<file path="config.mk">
export PLATFORM = sky130hd
export DESIGN_NAME = mux_bus_cycler
export DESIGN_NICKNAME = d
export VERILOG_FILES = /design/src/rtl/mbc_pkg.sv /design/src/rtl/mbc_dp.sv /design/src/rtl/mbc_ctrl.sv /design/src/rtl/mux_bus_cycler.sv
export SDC_FILE = /design/constraint.sdc
export NUM_CORES = 1
export LEC_CHECK = 0
export BUFFER_PORTS_ARGS = -buffer_cell sky130_fd_sc_hd__buf_2
export CORE_MARGIN = 3
export CORE_UTILIZATION = 47
export CTS_CLUSTER_DIAMETER = 30
export CTS_CLUSTER_SIZE = 28
export DETAILED_ROUTE_END_ITERATION = 6
export GPL_TIMING_DRIVEN = 0
export PLACE_DENSITY = 0.91
export SYNTH_ARGS = -nofsm -noshare
export SYNTH_HDL_FRONTEND = slang
export SYNTH_SLANG_ARGS = --single-unit
</file>
<file path="constraint.sdc">
create_clock -name clk -period 1.7 [get_ports clk]
set_input_delay 0.34 -clock clk [delete_from_list [all_inputs] [get_ports clk]]
set_output_delay 0.34 -clock clk [all_outputs]
set_load 0.005 [all_outputs]
</file>
<file path="src/rtl/mbc_pkg.sv">
package mbc_pkg;

  typedef enum logic [2:0] {
    ST_IDLE,
    ST_T1,
    ST_T2,
    ST_T3,
    ST_TW,
    ST_T4,
    ST_HOLD
  } busSt_t;

  // Strobes from control to datapath
  typedef struct packed {
    logic load;       // latch the incoming request
    logic addrPhase;  // first clock of the cycle
    logic dataPhase;  // second clock to final clock
    logic capture;    // sample read data
  } dpCtl_t;

  localparam logic [1:0] SEG_EXTRA = 2'b00;
  localparam logic [1:0] SEG_STACK = 2'b01;
  localparam logic [1:0] SEG_CODE  = 2'b10;
  localparam logic [1:0] SEG_DATA  = 2'b11;

endpackage

</file>
<file path="src/rtl/mbc_dp.sv">
module mbc_dp
  import mbc_pkg::*;
#(
  parameter int ADDR_W = 20,
  parameter int DATA_W = 16
) (
  input  logic              clk,
  input  logic              rstN,
  input  dpCtl_t            ctl,
  input  logic              reqWrite,
  input  logic              reqMem,
  input  logic              reqWord,
  input  logic [ADDR_W-1:0] reqAddr,
  input  logic [1:0]        reqSeg,
  input  logic [DATA_W-1:0] reqWdata,
  input  logic              ieFlag,
  input  logic [DATA_W-1:0] adIn,
  output logic              curWrite,
  output logic [DATA_W-1:0] adOut,
  output logic [ADDR_W-DATA_W-1:0] hiOut,
  output logic              bheN,
  output logic              mio,
  output logic [DATA_W-1:0] rdData
);

  localparam int HI_W = ADDR_W - DATA_W;

  logic              rWrite, rMem, rWord, rIe;
  logic [ADDR_W-1:0] rAddr;
  logic [1:0]        rSeg;
  logic [DATA_W-1:0] rWdata;
  logic [HI_W-1:0]   statusWord;

  always_ff @(posedge clk) begin
    if (!rstN) begin
      rWrite <= 1'b0;
      rMem   <= 1'b1;
      rWord  <= 1'b0;
      rIe    <= 1'b0;
      rAddr  <= '0;
      rSeg   <= SEG_EXTRA;
      rWdata <= '0;
    end else if (ctl.load) begin
      rWrite <= reqWrite;
      rMem   <= reqMem;
      rWord  <= reqWord;
      rIe    <= ieFlag;
      rAddr  <= reqAddr;
      rSeg   <= reqMem ? reqSeg : SEG_CODE;
      rWdata <= reqWdata;
    end
  end

  always_ff @(posedge clk) begin
    if (!rstN) rdData <= '0;
    else if (ctl.capture && !rWrite) rdData <= adIn;
  end

  always_comb begin
    statusWord      = '0;
    statusWord[1:0] = rSeg;
    statusWord[2]   = rIe;
  end

  always_comb begin
    if (ctl.addrPhase) begin
      adOut = rAddr[DATA_W-1:0];
      hiOut = rAddr[ADDR_W-1:DATA_W];
      bheN  = ~(rWord | rAddr[0]);
    end else if (ctl.dataPhase) begin
      adOut = rWdata;
      hiOut = statusWord;
      bheN  = 1'b1;
    end else begin
      adOut = '0;
      hiOut = '0;
      bheN  = 1'b1;
    end
  end

  assign mio      = rMem;
  assign curWrite = rWrite;

endmodule

</file>
<file path="src/rtl/mbc_ctrl.sv">
module mbc_ctrl
  import mbc_pkg::*;
(
  input  logic   clk,
  input  logic   rstN,
  input  logic   reqValid,
  input  logic   ready,
  input  logic   hold,
  input  logic   curWrite,
  output dpCtl_t ctl,
  output logic   ale,
  output logic   rdN,
  output logic   wrN,
  output logic   denN,
  output logic   dtR,
  output logic   adOe,
  output logic   busOe,
  output logic   holdAck,
  output logic   busy,
  output logic   doneP
);

  busSt_t state, stateNext;
  logic   strobeWin, inCycle, waitPhase;

  always_ff @(posedge clk) begin
    if (!rstN) state <= ST_IDLE;
    else       state <= stateNext;
  end

  always_comb begin
    stateNext = state;
    unique case (state)
      ST_IDLE: begin
        if (hold)          stateNext = ST_HOLD;
        else if (reqValid) stateNext = ST_T1;
      end
      ST_T1:   stateNext = ST_T2;
      ST_T2:   stateNext = ST_T3;
      ST_T3,
      ST_TW:   stateNext = ready ? ST_T4 : ST_TW;
      ST_T4:   stateNext = hold ? ST_HOLD : ST_IDLE;
      ST_HOLD: if (!hold) stateNext = ST_IDLE;
      default: stateNext = ST_IDLE;
    endcase
  end

  assign waitPhase = (state == ST_T3) || (state == ST_TW);
  assign strobeWin = (state == ST_T2) || waitPhase;
  assign inCycle   = (state == ST_T1) || strobeWin || (state == ST_T4);

  always_comb begin
    ctl.load      = (state == ST_IDLE) && !hold && reqValid;
    ctl.addrPhase = (state == ST_T1);
    ctl.dataPhase = strobeWin || (state == ST_T4);
    ctl.capture   = waitPhase && ready;
  end

  assign ale     = (state == ST_T1);
  assign rdN     = ~(strobeWin && !curWrite);
  assign wrN     = ~(strobeWin && curWrite);
  assign denN    = ~strobeWin;
  assign dtR     = inCycle ? curWrite : 1'b1;
  assign busOe   = (state != ST_HOLD);
  assign adOe    = busOe && !(ctl.dataPhase && !curWrite);
  assign holdAck = (state == ST_HOLD);
  assign busy    = inCycle;
  assign doneP   = (state == ST_T4);

endmodule

</file>
<file path="src/rtl/mux_bus_cycler.sv">
module mux_bus_cycler
  import mbc_pkg::*;
#(
  parameter int ADDR_W = 20,
  parameter int DATA_W = 16
) (
  input  logic                     clk,
  input  logic                     rstN,
  input  logic                     reqValid,
  input  logic                     reqWrite,
  input  logic                     reqMem,
  input  logic                     reqWord,
  input  logic [ADDR_W-1:0]        reqAddr,
  input  logic [1:0]               reqSeg,
  input  logic [DATA_W-1:0]        reqWdata,
  input  logic                     ieFlag,
  input  logic                     ready,
  input  logic                     hold,
  input  logic [DATA_W-1:0]        adIn,
  output logic [DATA_W-1:0]        adOut,
  output logic                     adOe,
  output logic [ADDR_W-DATA_W-1:0] hiOut,
  output logic                     bheN,
  output logic                     ale,
  output logic                     rdN,
  output logic                     wrN,
  output logic                     denN,
  output logic                     dtR,
  output logic                     mio,
  output logic                     busOe,
  output logic                     holdAck,
  output logic                     busy,
  output logic                     doneP,
  output logic [DATA_W-1:0]        rdData
);

  dpCtl_t ctl;
  logic   curWrite;

  mbc_ctrl i_ctrl (
    .clk(clk), .rstN(rstN), .reqValid(reqValid), .ready(ready), .hold(hold),
    .curWrite(curWrite), .ctl(ctl), .ale(ale), .rdN(rdN), .wrN(wrN),
    .denN(denN), .dtR(dtR), .adOe(adOe), .busOe(busOe), .holdAck(holdAck),
    .busy(busy), .doneP(doneP)
  );

  mbc_dp #(.ADDR_W(ADDR_W), .DATA_W(DATA_W)) i_dp (
    .clk(clk), .rstN(rstN), .ctl(ctl), .reqWrite(reqWrite), .reqMem(reqMem),
    .reqWord(reqWord), .reqAddr(reqAddr), .reqSeg(reqSeg), .reqWdata(reqWdata),
    .ieFlag(ieFlag), .adIn(adIn), .curWrite(curWrite), .adOut(adOut),
    .hiOut(hiOut), .bheN(bheN), .mio(mio), .rdData(rdData)
  );

endmodule

</file>
Word-level counts from Yosys, hierarchy flattened
Index checks and enable logic that the tools add are counted.
{"block": "totals", "out_inout_bits": 48, "reg_bits": 61}
{"block": "op_classes", "mux": 13, "bitwise": 5, "eq_ne": 9, "reduce_logical": 19}
{"cell": "16-bit two-way mux", "count": 2}
{"cell": "3-bit case mux with 6 select lines", "count": 1}
{"cell": "3-bit two-way mux", "count": 5}
{"cell": "3-bit == test, second input constant", "count": 3}
{"cell": "1-bit logical AND", "count": 8}
{"cell": "3-bit by 2-bit == test with 1-bit output, second input constant", "count": 2}
{"cell": "3-bit != test, second input constant", "count": 2}
{"cell": "1-bit logical OR", "count": 5}
{"cell": "4-bit two-way mux", "count": 1}
{"cell": "1-bit NOT", "count": 4}
{"cell": "3-bit by 1-bit == test with 1-bit output, second input constant", "count": 1}
{"cell": "1-bit logical NOT", "count": 3}
{"cell": "3-bit logical NOT", "count": 1}
{"cell": "1-bit two-way mux", "count": 3}
{"cell": "2-bit two-way mux", "count": 1}
{"cell": "2-bit != test, second input constant", "count": 1}
{"cell": "2-bit AND reduction", "count": 1}
{"cell": "2-bit OR reduction", "count": 1}
{"cell": "1-bit OR", "count": 1}

Longest topological paths before layout
Gate-level depths: netlist of run 1.
{"block": "logic_depth", "depth_word": 7, "ltp_mapped": 7, "depth_no_buf": 4}

Cells and area by module
A second synthesis of run 1 with hierarchy kept.
{"block": "unflattened", "cells_unflattened": 315, "area_unflattened_um2": 2882.8}
{"mod": "mbc_dp", "cells_each": 272, "area_per_inst_um2": 2581.2, "instances": 1}
{"mod": "mbc_ctrl", "cells_each": 43, "area_per_inst_um2": 301.5, "instances": 1}

Worst setup path after synthesis of run 1
Ideal clock, no wire load.
{"block": "synth_path", "path_type": "reg-to-output", "from": "reg i_ctrl.state[2]", "to": "out rdN", "path_stages_with_launch": 4, "arrival_ps": 1282, "path_slack_ps": 78, "required_time_ps": 1360, "cell_sequence": "dfxtp_1 > or3b_1 > a21boi_0 > or2_2"}
{"block": "synth_between", "elab_chain_len": 5, "elab_cells_between_ends": 7, "classes_between": "eq/ne: 3; bitwise: 1; reduce/logical: 3"}
{"element": "from (decl)", "line": "mbc_ctrl.sv:23", "rtl": "busSt_t state, stateNext;"}
{"element": "from (signal assigned)", "line": "mbc_ctrl.sv:28", "rtl": "else state <= stateNext;"}
{"element": "3-bit by 2-bit == test with 1-bit output / 3-bit == test (equally long branches)", "line": "mbc_ctrl.sv:48", "rtl": "assign waitPhase = (state == ST_T3) || (state == ST_TW);"}
{"element": "1-bit logical OR", "line": "mbc_ctrl.sv:48"}
{"element": "1-bit logical OR *", "line": "mbc_ctrl.sv:49", "rtl": "assign strobeWin = (state == ST_T2) || waitPhase;"}
{"element": "1-bit logical AND *", "line": "mbc_ctrl.sv:60", "rtl": "assign rdN = ~(strobeWin && !curWrite);"}
{"element": "1-bit NOT *", "line": "mbc_ctrl.sv:60"}
{"element": "to (decl)", "line": "mux_bus_cycler.sv:25", "rtl": "output logic rdN,"}
Mark *: on every way between the ends. The rest lies on a longest branch, timed or not.

Final worst setup path of run 1
{"block": "layout_path", "from": "reg i_ctrl.state[2]", "to": "out adOut[0]"}
{"block": "layout_between", "elab_chain_len": 6, "elab_cells_between_ends": 10, "classes_between": "eq/ne: 5; mux: 2; reduce/logical: 3"}
{"element": "3-bit by 2-bit == test with 1-bit output / 3-bit == test (equally long branches)", "line": "mbc_ctrl.sv:48"}
{"element": "1-bit logical OR", "line": "mbc_ctrl.sv:48"}
{"element": "1-bit logical OR", "line": "mbc_ctrl.sv:49"}
{"element": "1-bit logical OR", "line": "mbc_ctrl.sv:55", "rtl": "ctl.dataPhase = strobeWin || (state == ST_T4);"}
{"element": "16-bit two-way mux", "line": "mbc_dp.sv:70", "rtl": "end else if (ctl.dataPhase) begin"}
{"element": "16-bit two-way mux *", "line": "mbc_dp.sv:66", "rtl": "if (ctl.addrPhase) begin"}
{"element": "to (decl)", "line": "mux_bus_cycler.sv:20", "rtl": "output logic [DATA_W-1:0] adOut,"}
Marked as above.

==> flow_summary_export.csv, run 1 <==
group,metric,value,unit
drt,wl_per_cell,15.5,um
power_and_ir_drop,p_leak,1.75,nW
sta,period_share,114,%
synth,synth.area.mux_share,0,%
die,fp.dieH,80.7,um
setup_path,critPathLaunchType,"flop",
cells_and_area,fillerInstances,402,
sta,finalSetupViolCount,30,
placed_design,portBuffers,109,
sta,timing.fmax,0.517,GHz
drt,vias,2939,
global_route,grt_pass1_wl,12800,um
cells_and_area,drive_gt1_share,39.1,%
global_route,grt_usage,26.0,%
die,core_area,5240,um^2
clock_tree,cts-root-buf,"clkbuf_8",
die,top_level_ports,111,
synth,synth_cell_types,33,
power_and_ir_drop,power,0.00392,W
sta,period_needed,1940,ps
cells_and_area,seq_area,1230,um^2
sta,hold_viol,0,
power_and_ir_drop,vdd_drop_max,0.606,mV
power_and_ir_drop,power_density,1020,nW/um^2
setup_path,path_class,"flop to primary output",
synth,synth.avg_cell_area,8.07,um^2
drt,finalWirelength,8420,um
global_route,grt_remaining_overflow,0,
synth,synth_xor_area_share,0.620,%
sta,rsz0062_at_grt,"yes",
cells_and_area,layout_common_cells,"112 x buf_2, 58 x nand2_1, 58 x dfxtp_1",
global_route,grt_max_degree,11,
synth,yosysWarningCount,0,
synth,netlist_area,2620,um^2
clock_tree,htreeDepth,3,
outcome,violations,"setup timing",
synth,synth_compound_area_share,21.1,%
cells_and_area,stdcell_area,3820,um^2
cells_and_area,multi_input_area,1290,um^2
synth,synthAdderAreaFrac,0,%
synth,ys_ff_latch,61,
cells_and_area,layout.cells.most_common,"buf_2",
synth,syn-num-nets,388,
setup_path,slowest_delay,360,ps
placed_design,dp.final_hpwl,5690,um
clock_tree,clock-sinks,61,
die,die_x,80.7,um
outcome,status,"complete, but fails checks",
placed_design,placed_area,3260,um^2
sta,setup_ws,-235,ps
setup_path,crit_path_end_kind,"primary output",
sta,slew_violations,0,
setup_path,crit_top_cell,"buf_6",
cells_and_area,areaGrowthSynthToFinish,45.8,%
min_path,min_path_cells,3,
synth,synth_top_family_by_area,"simple AND/OR/NAND/NOR gates",
drt,drtPass1Iterations,4,
synth,syn_inst,325,
clock_tree,cts_tree,"done",
setup_path,crit_slowest_cell,"dfxtp_4",
synth,synthSimpleGateAreaFrac,24.6,%
drt,via_per_inst,5.41,
clock_tree,clk_latency,340,ps
sta,fin_setup_tns,-4550,ps
clock_tree,clockBufferDepth,2,
drt,ant_nets,0,
placed_design,place_congestion,0.846,
placed_design,pre_cts_ws,-317,ps
die,dieArea,6510,um^2
min_path,hold_path.class,"input pin to flop",
global_route,grt_pass1_vias,2725,
setup_path,cp.arrival,1600,ps
drt,drt_iter0_drc,142,
cells_and_area,layout.nets,531,
synth,seq_area_frac_synth,46.6,%
clock_tree,clk_pin_slew,60,ps
die,fp-row-count,26,
sta,slew_headroom,65.3,%
clock_tree,numCtsBuffers,9,
die,start_util,50.1,%
global_route,antenna_found_initial,0,
flow_run,drv_cap,0,
cells_and_area,antenna_cells,0,
clock_tree,cts-hold-fix-buffers,0,
sta,fin_skew,4.48,ps
setup_path,crit_path_max_fanout,6,
setup_path,ff2ff_path_depth,8,
drt,drc,0,
sta,worstMarginPinSlew,521,ps
setup_path,cp_cell_sequence,"buf_8 > nor3b_4 > buf_6 > buf_6 > a22o_1 > buf_2",
setup_path,required,1360,ps
==> final cells by class <==
cell class                 count  share of cell area (%)
tap                           70                    2.29
sequential                    61                    32.2
clock buffer                  13                    4.42
clock inverter                 3                   0.491
inverter                       5                   0.491
timing repair buffer         132                    19.9
buffer                        31                    6.45
multi-input combinational    228                    33.8
==> state kept, by name, summed over array words and instances (netlist names) <==
register / count
i_dp.rAddr: 20
i_dp.rWdata: 16
i_dp.rdData: 16
i_ctrl.state: 3
i_dp.rSeg: 2
i_dp.curWrite: 1
i_dp.mio: 1
i_dp.rIe: 1
i_dp.rWord: 1
==> Yosys cell counts <==
cell type	instances	area [um^2]
clkbuf_1	8	30.0
o21a_1	1	7.51
nand2_1	61	229
a2bb2oi_1	1	8.76
o21ai_1	6	30.0
o22ai_1	1	6.26
or2_2	3	18.8
nor3b_1	2	15.0
xor2_2	1	16.3
a32oi_1	1	8.76
nor2_1	1	3.75
nor2b_1	1	6.26
buf_4	1	7.51
o211ai_1	2	15.0
nand3b_1	1	7.51
a21boi_0	1	7.51
or3b_1	1	8.76
nor4_2	1	12.5
a31oi_1	1	6.26
buf_2	13	65.1
clkbuf_2	2	10.0
a22o_1	19	166
o21ai_0	54	270
nand2b_1	6	37.5
nand3_1	58	290
buf_1	3	11.3
dfxtp_1	61	1220
buf_6	4	45.0
inv_1	5	18.8
and4_1	1	8.76
a21oi_4	1	16.3
and2_1	1	6.26
a21oi_1	2	10.0
==> per-stage QoR <==
stage	hold WS [ps]	instances	utilization (%)
floorplan	434	325	-
global placement	442	504	62.2
detailed placement	450	504	62.2
CTS	213	534	70.4
global route	223	543	73.0
finish	216	543	73.0
==> layer usage <==
layer,global-route usage (%),share of wire [%]
met2,41.8,48
met4,10.5,2.2
met1,33.3,41
met3,6.50,8.6
met5,0,0
==> worst paths after layout <==
kind	from	to	slack [ps]
setup / recovery	i_ctrl.state[2]	adOut[0]	-240
hold / removal	adIn[9]	i_dp.rdData[9]	220
setup reg to reg	i_ctrl.state[2]	i_dp.rAddr[4]	-10
hold reg to reg	i_dp.rdData[8]	i_dp.rdData[8]	460
==> power by group <==
part	switching [W]	total (W)	internal (W)
sequential	0.0000746	0.00162	0.00154
clock	0.000551	0.00120	0.000646
combinational	0.000534	0.00110	0.000569
==> critical path: cells and delay by family, from the launching register on <==
| kind | cells | cell delay (ps) |
|---|---|---|
| AOI/OAI and AO/OA | 1 | 180 |
| DFF | 1 | 360 |
| buffers and inverters | 4 | 530 |
| and+or+nand+nor | 1 | 200 |
==> kinds of logic (layout without fill, tap and decap cells) <==
logic type	count (synthesis)	in the layout
AND/OR/NAND/NOR	137	137
XOR/XNOR	1	1
flip-flops	61	61
AO/OA/AOI/OAI	90	90
buffers and inverters	36	184
==> what timing repair did <==
| action | CTS | global route |
|---|---|---|
| pin swaps | 14 | 8 |
| buffers inserted | 12 | 8 |
| endpoints found under the hold margin | 0 | 0 |
| resized for setup | 37 | 44 |
| gates cloned | 2 | 1 |
| endpoints found under the setup margin | 31 | 66 |
Power figures use the tool's default switching activity.
==> run 2: changes to the inputs <==
--- a/config.mk
+++ b/config.mk
@@ -12,7 +12,7 @@
 export CTS_CLUSTER_SIZE = 28
 export DETAILED_ROUTE_END_ITERATION = 6
 export GPL_TIMING_DRIVEN = 0
-export PLACE_DENSITY = 0.91
+export PLACE_DENSITY = 0.79
 export SYNTH_ARGS = -nofsm -noshare
 export SYNTH_HDL_FRONTEND = slang
 export SYNTH_SLANG_ARGS = --single-unit
==> run 2 against run 1 <==
The flow still finishes with violations (setup timing). Register-to-register slack is essentially flat. Via count grew 1.8%. Wire length grew 2.7%. Sequential share of layout area shrank 0.48 points. Largest cell class unchanged.
==> flow_summary_export.csv, run 2 (synthesized netlist as in run 1, its figures left out) <==
group,metric,value,unit
outcome,status,"complete, but fails checks",
outcome,violations,"setup timing",
setup_path,crit_buf_inv,4,
cells_and_area,stdcell_count,544,
setup_path,slowest_delay,370,ps
sta,slew_headroom,64.9,%
clock_tree,clock-sinks,61,
drt,vias,2991,
sta,setup_ws,-320,ps
setup_path,cp.arrival,1680,ps
drt,drc,0,
sta,fin_skew,4.48,ps
clock_tree,cts-root-buf,"clkbuf_8",
setup_path,path_delay_family,"buffers and inverters",
die,dieArea,6510,um^2
power_and_ir_drop,power_density,1090,nW/um^2
sta,finalSetupViolCount,31,
cells_and_area,drive_gt1_share,39.5,%
setup_path,crit_top_cell,"buf_6",
drt,drt_iter0_drc,230,
clock_tree,clk_pin_slew,70,ps
drt,wl_per_cell,15.9,um
setup_path,path_class,"flop to primary output",
global_route,grt_pass1_wl,13300,um
cells_and_area,layout.nets,532,
sta,hold_viol,0,
global_route,antenna_found_initial,0,
clock_tree,clockBufferDepth,2,
global_route,grt_max_degree,11,
sta,holdWs,209,ps
clock_tree,htreeDepth,3,
die,die_x,80.7,um
global_route,grt_pass1_vias,2740,
cells_and_area,seq_area,1230,um^2
cells_and_area,top_register,"i_dp.rAddr",
die,fp.dieH,80.7,um
power_and_ir_drop,p_leak,1.77,nW
cells_and_area,antenna_cells,0,
clock_tree,cts-hold-fix-buffers,0,
clock_tree,numCtsBuffers,9,
setup_path,crit_path_end_kind,"primary output",
sta,rsz0062_at_grt,"yes",
cells_and_area,layout_common_cells,"113 x buf_2, 60 x nand2_1, 58 x nand3_1, 58 x dfxtp_1, 52 x o21ai_0",
setup_path,crit_path_max_fanout,5,
sta,slew_violations,0,
placed_design,portBuffers,109,
die,core_area,5240,um^2
global_route,grt_remaining_overflow,0,
drt,drtPass1Iterations,4,
cells_and_area,finalCoreUtilization,74.1,%
die,start_util,50.1,%
min_path,hold_path.class,"input pin to flop",
placed_design,dpl.cell_count,504,
drt,finalWirelength,8650,um
placed_design,place_congestion,0.944,
flow_run,drv_cap,0,
drt,via_per_inst,5.50,
global_route,grt_usage,26.8,%
cells_and_area,multi_input_area,1280,um^2
cells_and_area,largest_reg_flops,20,
die,top_level_ports,111,
cells_and_area,areaGrowthSynthToFinish,48.0,%
sta,period_share,119,%
clock_tree,cts_tree,"done",
setup_path,critPathLaunchType,"flop",
cells_and_area,fillerInstances,393,
sta,worstMarginPinSlew,526,ps
cells_and_area,layout.cells.most_common,"buf_2",
sta,timing.fmax,0.495,GHz
setup_path,crit_slowest_cell,"dfxtp_4",
sta,period_needed,2020,ps
cells_and_area,reg_top3,"i_dp.rAddr x20, i_dp.rWdata x16, i_dp.rdData x16",
setup_path,cp_cell_sequence,"buf_8 > nor3b_4 > buf_6 > buf_6 > a22o_1 > buf_2",
placed_design,dp.final_hpwl,5650,um
clock_tree,clk_latency,340,ps
drt,ant_nets,0,
power_and_ir_drop,vdd_drop_max,0.661,mV
setup_path,required,1360,ps
die,fp-row-count,26,
## run 2: cell types whose count changed in the layout (fill, tap and decap cells not counted), moves of 3 or more
cell,delta
o21ai_1,-23
o21ai_0,+22
buf_6,+6
buf_4,-4
buf_8,-3
nand2_2,-3
## run 2: report_power, final
| group | internal, W | switching [W] |
|---|---|---|
| sequential | 0.00154 | 0.0000773 |
| clock | 0.000901 | 0.000550 |
| combinational | 0.000599 | 0.000560 |
## run 2: timing repair
action                                  4_1_cts  5_1_grt
buffers inserted                             14        8
endpoints found under the hold margin         0        0
endpoints found under the setup margin       31       76
pin swaps                                    24        5
resized for setup                            43       17
gates cloned                                  1        2
## run 2: metrics by stage
stage          setup TNS (ps)  power (W)  setup slack (ps)  area, um^2
6_report                -6330    0.00423              -320        3880
2_1_floorplan               0    0.00207              77.8        2620
3_3_place_gp            -5980    0.00236              -333        3260
5_1_grt                -11040    0.00441              -372        3880
3_5_place_dp            -5910    0.00238              -326        3260
4_1_cts                 -5400    0.00409              -262        3770
## run 2: per-layer routing
layer | GRT usage, % | vias up | share of wire (%)
met1 | 33.3 | 1404 | 41
li1 | - | 1428 | -
met4 | 9.29 | 0 | 2.7
met2 | 43.6 | 133 | 48
met3 | 8.86 | 26 | 8.1
met5 | 0 | - | 0
## run 2: final timing paths
kind / startpoint / to / slack (ps) / cells after the start
setup reg to reg: i_ctrl.state[2] / i_dp.rAddr[15] / -10 / 7
hold / removal: adIn[12] / i_dp.rdData[12] / 210 / 3
hold reg to reg: i_dp.rdData[10] / i_dp.rdData[10] / 460 / 2
setup / recovery: i_ctrl.state[2] / adOut[2] / -320 / 6
## run 2: layout make-up
type / count / share of cell area, %
well taps: 70 / 2.26
flip-flops and latches: 61 / 31.7
repair buffers: 133 / 21.1
multi-input cells: 228 / 33.1
plain buffers: 31 / 5.58
inverters: 5 / 0.484
clock inverters: 4 / 1.81
clock buffers: 12 / 4.00
## run 2: worst register-to-register path, delay by kind of cell, from the launching register on
kind | cells | cell delay (ps)
simple gates | 3 | 570
flops | 1 | 370
buf+inv | 3 | 540
compound gates | 1 | 100
==> run 3: changes to the inputs <==
--- a/config.mk
+++ b/config.mk
@@ -6,6 +6,7 @@
 export NUM_CORES = 1
 export LEC_CHECK = 0
 export BUFFER_PORTS_ARGS = -buffer_cell sky130_fd_sc_hd__buf_2
+export CORE_ASPECT_RATIO = 1.75
 export CORE_MARGIN = 3
 export CORE_UTILIZATION = 47
 export CTS_CLUSTER_DIAMETER = 30
@@ -13,6 +14,7 @@
 export DETAILED_ROUTE_END_ITERATION = 6
 export GPL_TIMING_DRIVEN = 0
 export PLACE_DENSITY = 0.79
+export SLEW_MARGIN = 20
 export SYNTH_ARGS = -nofsm -noshare
 export SYNTH_HDL_FRONTEND = slang
 export SYNTH_SLANG_ARGS = --single-unit
==> run 3 against run 2 <==
The run still ends with setup timing left. Critical path type unchanged. Die area grew 0.53%. Clock skew is essentially flat. Worst setup slack gained 80 ps.
==> flow_summary_export.csv, run 3 (synthesized netlist as in run 1, its figures left out) <==
group,metric,value,unit
die,core_area,5340,um^2
sta,rsz0062_at_grt,"yes",
sta,period_share,114,%
clock_tree,cts-hold-fix-buffers,0,
die,start_util,49.1,%
cells_and_area,fillerInstances,415,
global_route,grt_max_degree,11,
die,fp-row-count,35,
sta,fin_skew,4.75,ps
drt,finalWirelength,9200,um
placed_design,place_congestion,0.834,
power_and_ir_drop,intPower,0.00289,W
sta,timing.fmax,0.515,GHz
cells_and_area,stdcell_count,552,
power_and_ir_drop,p_seq_share,39.0,%
setup_path,cp.arrival,1600,ps
global_route,grt_pass1_vias,2828,
placed_design,dpl.cell_count,508,
cells_and_area,layout_common_cells,"110 x buf_2, 59 x nand2_1, 58 x dfxtp_1",
power_and_ir_drop,p_leak,1.81,nW
placed_design,portBuffers,109,
clock_tree,htreeDepth,3,
setup_path,crit_path_max_fanout,4,
setup_path,crit_path_end_kind,"primary output",
die,die_x,62.5,um
power_and_ir_drop,power_density,1030,nW/um^2
cells_and_area,layout.nets,536,
outcome,violations,"setup timing",
clock_tree,clk_pin_slew,70,ps
drt,drtPass1Iterations,4,
sta,period_needed,1940,ps
setup_path,crit_slowest_cell,"or3b_4",
drt,drc,0,
drt,vias,3009,
cells_and_area,largest_reg_flops,20,
power_and_ir_drop,power_frac_clock,31.0,%
clock_tree,numCtsBuffers,9,
power_and_ir_drop,combPwrFrac,30.0,%
drt,drt_iter0_drc,167,
sta,slew_violations,0,
setup_path,path_delay_family,"simple AND/OR/NAND/NOR gates",
min_path,hold_path.class,"input pin to flop",
setup_path,critPathLaunchType,"flop",
setup_path,required,1360,ps
clock_tree,clockBufferDepth,2,
sta,slew_headroom,61.0,%
global_route,antenna_found_initial,0,
setup_path,path_class,"flop to primary output",
placed_design,pre_cts_ws,-351,ps
sta,worstMarginPinSlew,585,ps
drt,ant_nets,0,
global_route,grt_pass1_wl,13600,um
global_route,grt_usage,26.0,%
clock_tree,clock-sinks,61,
flow_run,drv_cap,0,
setup_path,cp_cell_sequence,"or3b_4 > a21boi_4 > or2_4 > buf_6",
sta,hold_viol,0,
die,top_level_ports,111,
sta,finalSetupViolCount,36,
cells_and_area,finalCoreUtilization,74.9,%
sta,fin_setup_tns,-5170,ps
global_route,grt_remaining_overflow,0,
power_and_ir_drop,p_sw,0.00124,W
drt,via_per_inst,5.45,
setup_path,slowest_delay,400,ps
cells_and_area,reg_top3,"i_dp.rAddr x20, i_dp.rWdata x16, i_dp.rdData x16",
cells_and_area,antenna_cells,0,
cells_and_area,layout.cells.most_common,"buf_2",
clock_tree,clk_latency,340,ps
setup_path,crit_buf_inv,1,
cells_and_area,top_register,"i_dp.rAddr",
drt,wl_per_cell,16.7,um
cells_and_area,areaGrowthSynthToFinish,52.7,%
sta,setup_ws,-240,ps
clock_tree,cts_tree,"done",
placed_design,dp.final_hpwl,5840,um
die,dieArea,6550,um^2
power_and_ir_drop,vdd_drop_max,0.782,mV
die,fp.dieH,105,um
clock_tree,cts-root-buf,"clkbuf_8",
power_and_ir_drop,swShare,30.0,%
outcome,status,"complete, but fails checks",
cells_and_area,drive_gt1_share,41.8,%
-- run 3: timing repair --
item	CTS	global route
buffers inserted	16	10
gates resized for setup	42	83
cloned	1	3
pin swaps	12	7
endpoints found under the setup margin	31	74
-- run 3: tightest hold or removal path, cell delays in order --
cell,delay [ps]
buf_2,70
nand3_1,50
o21ai_0,60
-- run 3: per-layer routing --
metal	up-vias	GRT usage, %	wire length (um)	share of wire, %
li1	1430	-	-	-
met1	1401	28.8	3380	37
met2	143	45.7	4830	53
met3	35	6.34	569	6.2
met4	0	13.0	420	4.6
met5	-	0	0	0
-- run 3: power by group through the flow --
stage          clock, W  sequential (W)  combinational [W]
5_1_grt         0.00136         0.00162            0.00132
6_report        0.00128         0.00161            0.00124
2_1_floorplan         0         0.00162           0.000449
3_5_place_dp          0         0.00164           0.000755
3_3_place_gp          0         0.00163           0.000741
4_1_cts         0.00129         0.00160            0.00103
-- run 3: final timing paths --
kind / slack, ps / cells after the start / from / end
worst min register to register: 450 / 2 / i_dp.rdData[5] / i_dp.rdData[5]
worst max register to register: -10 / 8 / i_ctrl.state[0] / i_dp.rAddr[17]
worst max-delay path: -240 / 4 / i_ctrl.state[2] / rdN
worst min-delay path: 220 / 3 / adIn[2] / i_dp.rdData[2]
-- run 3: area by class of cell --
type	count	area, um^2	share of cell area [%]
Clock inverter	4	47.5	1.19
Sequential cell	61	1230	30.7
Multi-Input combinational cell	228	1340	33.3
Clock buffer	12	145	3.62
Tap cell	74	92.6	2.31
Inverter	5	18.8	0.469
Timing Repair Buffer	138	881	22.0
Buffer	30	254	6.34
-- run 3: through the flow --
stage          hold slack, ps  power [W]  cell area [um^2]
2_1_floorplan             434    0.00207              2620
3_3_place_gp              442    0.00237              3260
3_5_place_dp              450    0.00239              3260
4_1_cts                   203    0.00393              3730
5_1_grt                   209    0.00431              4000
6_report                  217    0.00413              4000
